<file path="config.mk">
export PLATFORM = sky130hd
export DESIGN_NAME = dma_prio_arbiter
export DESIGN_NICKNAME = d
export VERILOG_FILES = /design/src/rtl/dma_arb_pkg.sv /design/src/rtl/arb_ptr.sv /design/src/rtl/arb_pick.sv /design/src/rtl/arb_hold.sv /design/src/rtl/dma_prio_arbiter.sv
export SDC_FILE = /design/constraint.sdc
export NUM_CORES = 1
export LEC_CHECK = 0
export CAP_MARGIN = 20
export CELL_PAD_IN_SITES_DETAIL_PLACEMENT = 1
export CELL_PAD_IN_SITES_GLOBAL_PLACEMENT = 1
export CORE_MARGIN = 4
export CORE_UTILIZATION = 36
export CTS_CLUSTER_SIZE = 30
export DETAILED_ROUTE_END_ITERATION = 10
export PLACE_DENSITY_LB_ADDON = 0.25
export SYNTH_ARGS = -nofsm -noshare
export SYNTH_HDL_FRONTEND = slang
export SYNTH_SLANG_ARGS = --single-unit
</file>
<file path="constraint.sdc">
create_clock -name clk_i -period 4.5 [get_ports clk_i]
set_clock_uncertainty 0.05 [all_clocks]
set_input_delay 0.675 -clock clk_i [delete_from_list [all_inputs] [get_ports clk_i]]
set_output_delay 0.675 -clock clk_i [all_outputs]
set_load 0.005 [all_outputs]
</file>
<file path="src/rtl/dma_arb_pkg.sv">
package dma_arb_pkg;
  typedef enum logic {
    PRIO_FIXED  = 1'b0,
    PRIO_ROTATE = 1'b1
  } prio_mode_e;
endpackage

</file>
<file path="src/rtl/arb_ptr.sv">
module arb_ptr
  import dma_arb_pkg::*;
#(
  parameter int N_CH = 4,
  localparam int IDW = (N_CH > 1) ? $clog2(N_CH) : 1
) (
  input  logic           clk_i,
  input  logic           rst_ni,
  input  prio_mode_e     mode_i,
  input  logic           done_i,
  input  logic [IDW-1:0] done_ch_i,
  output logic [IDW-1:0] ptr_o
);
  logic [IDW-1:0] ptr_q;

  // ptr_q is the channel with the highest priority
  always_ff @(posedge clk_i or negedge rst_ni) begin
    if (!rst_ni)                 ptr_q <= '0;
    else if (mode_i == PRIO_FIXED) ptr_q <= '0;
    else if (done_i) begin
      if (done_ch_i == IDW'(N_CH - 1)) ptr_q <= '0;
      else                             ptr_q <= done_ch_i + 1'b1;
    end
  end

  assign ptr_o = ptr_q;


  fixed_ptr_chk: assert property (@(posedge clk_i) disable iff (!rst_ni)
    (mode_i == PRIO_FIXED) |=> (ptr_o == '0));

  ptr_hold_chk: assert property (@(posedge clk_i) disable iff (!rst_ni)
    (mode_i == PRIO_ROTATE && !done_i) |=> $stable(ptr_o));
endmodule

</file>
<file path="src/rtl/arb_pick.sv">
module arb_pick #(
  parameter int N_CH = 4,
  localparam int IDW = (N_CH > 1) ? $clog2(N_CH) : 1
) (
  input  logic [N_CH-1:0] qual_i,
  input  logic [IDW-1:0]  ptr_i,
  output logic [N_CH-1:0] pick_o
);
  // search from ptr_i upward, wrapping
  always_comb begin
    int   idx;
    logic found;
    pick_o = '0;
    found  = 1'b0;
    idx    = 0;
    for (int k = 0; k < N_CH; k++) begin
      idx = int'(ptr_i) + k;
      if (idx >= N_CH) idx = idx - N_CH;
      if (!found && qual_i[idx]) begin
        pick_o[idx] = 1'b1;
        found       = 1'b1;
      end
    end
  end


  pick_valid_chk: assert final ((pick_o & ~qual_i) == '0);
endmodule

</file>
<file path="src/rtl/arb_hold.sv">
module arb_hold #(
  parameter int N_CH = 4
) (
  input  logic            clk_i,
  input  logic            rst_ni,
  input  logic            done_i,
  input  logic [N_CH-1:0] qual_i,
  input  logic [N_CH-1:0] pick_i,
  output logic [N_CH-1:0] gnt_o
);
  logic [N_CH-1:0] gnt_q;

  always_ff @(posedge clk_i or negedge rst_ni) begin
    if (!rst_ni)          gnt_q <= '0;
    else if (done_i)      gnt_q <= '0;
    else if (gnt_q == '0) gnt_q <= pick_i;
  end

  assign gnt_o = gnt_q;


  gnt_onehot_chk: assert property (@(posedge clk_i) disable iff (!rst_ni)
    $onehot0(gnt_o));

  gnt_issue_chk: assert property (@(posedge clk_i) disable iff (!rst_ni)
    (gnt_o == '0 && !done_i && qual_i != '0) |=> ((gnt_o & $past(qual_i)) != '0));

  no_req_chk: assert property (@(posedge clk_i) disable iff (!rst_ni)
    (gnt_o == '0 && qual_i == '0) |=> (gnt_o == '0));

  gnt_hold_chk: assert property (@(posedge clk_i) disable iff (!rst_ni)
    (gnt_o != '0 && !done_i) |=> $stable(gnt_o));

  gnt_release_chk: assert property (@(posedge clk_i) disable iff (!rst_ni)
    done_i |=> (gnt_o == '0));
endmodule

</file>
<file path="src/rtl/dma_prio_arbiter.sv">
module dma_prio_arbiter
  import dma_arb_pkg::*;
#(
  parameter int N_CH = 4,
  localparam int IDW = (N_CH > 1) ? $clog2(N_CH) : 1
) (
  input  logic            clk_i,
  input  logic            rst_ni,
  input  logic [N_CH-1:0] req_i,
  input  logic [N_CH-1:0] en_i,
  input  logic            rotate_i,
  input  logic            done_i,
  input  logic [IDW-1:0]  done_ch_i,
  output logic [N_CH-1:0] gnt_o,
  output logic [IDW-1:0]  gnt_id_o
);
  logic [N_CH-1:0] qual, pick;
  logic [IDW-1:0]  ptr;
  prio_mode_e      mode;

  assign qual = req_i & en_i;
  assign mode = rotate_i ? PRIO_ROTATE : PRIO_FIXED;

  arb_ptr #(.N_CH(N_CH)) u_ptr (
    .clk_i, .rst_ni, .mode_i(mode), .done_i, .done_ch_i, .ptr_o(ptr)
  );

  arb_pick #(.N_CH(N_CH)) u_pick (
    .qual_i(qual), .ptr_i(ptr), .pick_o(pick)
  );

  arb_hold #(.N_CH(N_CH)) u_hold (
    .clk_i, .rst_ni, .done_i, .qual_i(qual), .pick_i(pick), .gnt_o
  );

  always_comb begin
    gnt_id_o = '0;
    for (int i = 0; i < N_CH; i++)
      if (gnt_o[i]) gnt_id_o = IDW'(i);
  end


  id_match_chk: assert property (@(posedge clk_i) disable iff (!rst_ni)
    (gnt_o != '0) |-> gnt_o[gnt_id_o]);

  idle_id_chk: assert property (@(posedge clk_i) disable iff (!rst_ni)
    (gnt_o == '0) |-> (gnt_id_o == '0));
endmodule

</file>
==> impl_results.md <==
- GPL Wtd Cong: between 0.7 and 0.8
- Slew Limit Headroom: a little under three quarters
- Setup crit end: u_hold.gnt_o[0]$_DFFE_PN0P_
- Sequential power share: a little under a third
- Vias: roughly 630
- Reg2reg setup slack: between 2000 and 2500 ps
- Final hold slack: ~600 ps
- First-pass GRT wire length: between 3 and 4 mm
- Root buffer cell: clkbuf_4
- Synth cell types: 35
- Worst R2R Start: u_ptr.ptr_o[0]$_DFFE_PN0P_
- Clock sinks: 6
- RSZ-0062 raised after global routing: false
- Average cell area after synthesis: between 9 and 10 um^2
- I/O Buffers: 19
- CP Capture Type: flop
- Starting Density: 38.4%
- Yosys reg bits: 6
- Sw power: slightly below 0.00008 W
- Warnings, synthesis: 0
- Antenna Nets Post-Route: 0
- Startpoint Class: input pin
- Post-CTS sizing: 0
- VDD IR max: ~0.00017 V
- Status: completed
- Post-synth ARST share: 100%
- Crit path DAT: between 2000 and 3000 ps
- Dpl hpwl: about 1.6 mm
- DIE AREA: ~2600 um^2
- Int Pwr: between 0.00015 and 0.0002 W
- Area Growth Syn to Fin: 35.1%
- I/O Pins: 20
- Max Slew Vio Count: 0
- Final net count: ~110
- Hold WC Path Type: flop to flop
- Slowest stage delay, CP: approximately 540 ps
- Crit-path slowest cell: mux4_2
- Hold Vio Cnt, Final: 0
- Pwr/cell area: 257 nW/um^2
- Count of flip-flops with a built-in enable after synthesis: 0
- Antenna Cells: 0
- Mapped Area: 671 um^2
- Die W: ~50 um
- H-tree depth: 1
- Final core utilization: between 50% and 60%
- Routed WL per cell: around 17 um
- CTS buffer count: 3
- Max-Cap Viols: 0
- Initial DRT Pass Iterations: 4
- Gr usage total: between 15 and 20%
- CTS tree: yes
- Register-to-Register Path Depth: 6
- Final Instance Count excl. Fillers: 115
- Worst path required time: 4570 ps
- Post-cts hold buffer count: 0
- Buf/Inv on CP: 1
- Worst-path clk slew: 50 ps
- First element of the critical path: req_i[0]
- P_leak: slightly above 0.4 nW
- Sw Share: roughly a third
- Tightest Pin Transition: around 430 ps
- Placed cell count: about 110
- Initial antenna violation count: 0
- Sequential share of the synthesized area: between 20 and 25%
- Post-Syn Nets: a little over 90
- Clock share of power: 22.8%
- Combinational share of power: 46.5%
- Number of global-route vias before repair: ~650
- Most used cell, CP: a221o_1
- Core area: about 1700 um^2
- DRC violations left: 0
- Maximum clock frequency: 394 MHz
- CP delay by family, top: compound AO/OA/AOI/OAI gates
- Post-CTS Setup Inserts: 0
- CTS Buffer Depth: 2
- Gr ovfl total: 0
- Rows: 15
- Final min period: around 2500 ps
- DR vias/cell: 5.45
- Crit path kind: input pin to flop
- Cell count after synthesis: 70
- Stages on worst setup path: 6
- Worst-path fanout max: 4
- DIE HEIGHT: between 50 and 60 um
- Post-synth top flop: dfrtp_1
- Clk_lat worst skew: about 250 ps
- Reg-to-Reg End: u_hold.gnt_o[0]$_DFFE_PN0P_
- Fraction of layout cells with a size suffix above 1: 13.3%
- Largest net degree at the start of global routing: 13
- Count of final setup violators: 0
- Fin Setup TNS: 0 ps
- CP Cell Sequence: clkdlybuf4s50_1 -> and2_0 -> mux4_2 -> nor2b_4 -> a221o_1 -> a221o_1
- Final period util: a little under three fifths
- Initial drt markers: 7
- Total Wirelength: about 1.9 mm
placed cells by master (no fill, tap or decap), drive strengths merged, types with 2 or more instances in the layout:
cell type and instances:
or3 2, and2 4, clkdlybuf4s50 19, ha 8, mux4 2, and3 2, dfrtp 6, clkbuf 3
inv 3, o2111ai 2, nand2 7, nor3 3, nor2 2, a21o 2, a221o 6, nor2b 4
o211a 2
layer usage:
metal	routed length [um]	global-route usage, %
met2	930	26.8
met5	0	0
met3	118	4.08
met1	850	20.5
met4	0	2.69
per-stage QoR:
step	area, um^2	worst slack, ps	total power (W)
after floorplan	671	2320	0.000130
after detailed placement	883	1710	0.000181
after global routing	906	1920	0.000248
final	906	1960	0.000233
after global placement	883	1790	0.000175
after CTS	906	1970	0.000235
state kept, by name, indices dropped and copies added, names as in the netlist:
signal        cells
u_hold.gnt_o      4
u_ptr.ptr_o       2
power groups by stage:
stage	clock (W)	combinational, W	sequential (W)
6_report	0.0000531	0.000108	0.0000717
3_3_place_gp	0	0.000103	0.0000716
3_5_place_dp	0	0.000108	0.0000729
2_1_floorplan	0	0.0000603	0.0000694
4_1_cts	0.0000543	0.000109	0.0000720
5_1_grt	0.0000578	0.000117	0.0000734
cells in the mapped netlist, types with 2 or more instances:
master | number | area [um^2]
and3_1 | 2 | 12.5
dfrtp_1 | 6 | 150
o211a_1 | 2 | 20.0
inv_1 | 2 | 7.51
and2_1 | 3 | 18.8
ha_1 | 8 | 100
nor2_1 | 2 | 7.51
a221o_1 | 6 | 60.1
nor2b_1 | 3 | 18.8
a21o_1 | 2 | 15.0
o2111ai_1 | 2 | 17.5
mux4_2 | 2 | 45.0
nor3_1 | 2 | 10.0
nand2_1 | 7 | 26.3
layout make-up:
| class | count | area, um^2 |
|---|---|---|
| Tap cell | 25 | 31.3 |
| Clock buffer | 3 | 22.5 |
| Inverter | 3 | 11.3 |
| Fill cell | 198 | 840 |
| Timing Repair Buffer | 19 | 190 |
| Sequential cell | 6 | 150 |
| Multi-Input combinational cell | 59 | 500 |
worst register-to-register path, stage by stage, from the launching register on:
cell     delay, ps
dfrtp_1        600
inv_1          240
ha_1           420
mux4_2         310
nor3_2          80
a221o_1        350
a221o_1        280
kinds of logic after synthesis:
group	synth area share, %
AOI/OAI and AO/OA	23.5
muxes	8.21
DFF	22.4
and+or+nand+nor	26.7
buffers and inverters	2.98
adders and majority gates	14.9
xor gates and xnor gates	1.31
worst min path at each step:
stage,start,end,slack (ps),cells after the start
after floorplan,rst_ni,u_hold.gnt_o[0]$_DFFE_PN0P_,330,0
after global placement,u_hold.gnt_o[1]$_DFFE_PN0P_,u_hold.gnt_o[1]$_DFFE_PN0P_,590,2
after detailed placement,u_hold.gnt_o[1]$_DFFE_PN0P_,u_hold.gnt_o[1]$_DFFE_PN0P_,600,2
after CTS,u_hold.gnt_o[1]$_DFFE_PN0P_,u_hold.gnt_o[1]$_DFFE_PN0P_,610,2
after global routing,rst_ni,u_hold.gnt_o[3]$_DFFE_PN0P_,630,1
final,u_hold.gnt_o[1]$_DFFE_PN0P_,u_hold.gnt_o[1]$_DFFE_PN0P_,620,2
Power figures use the tool's default switching activity.
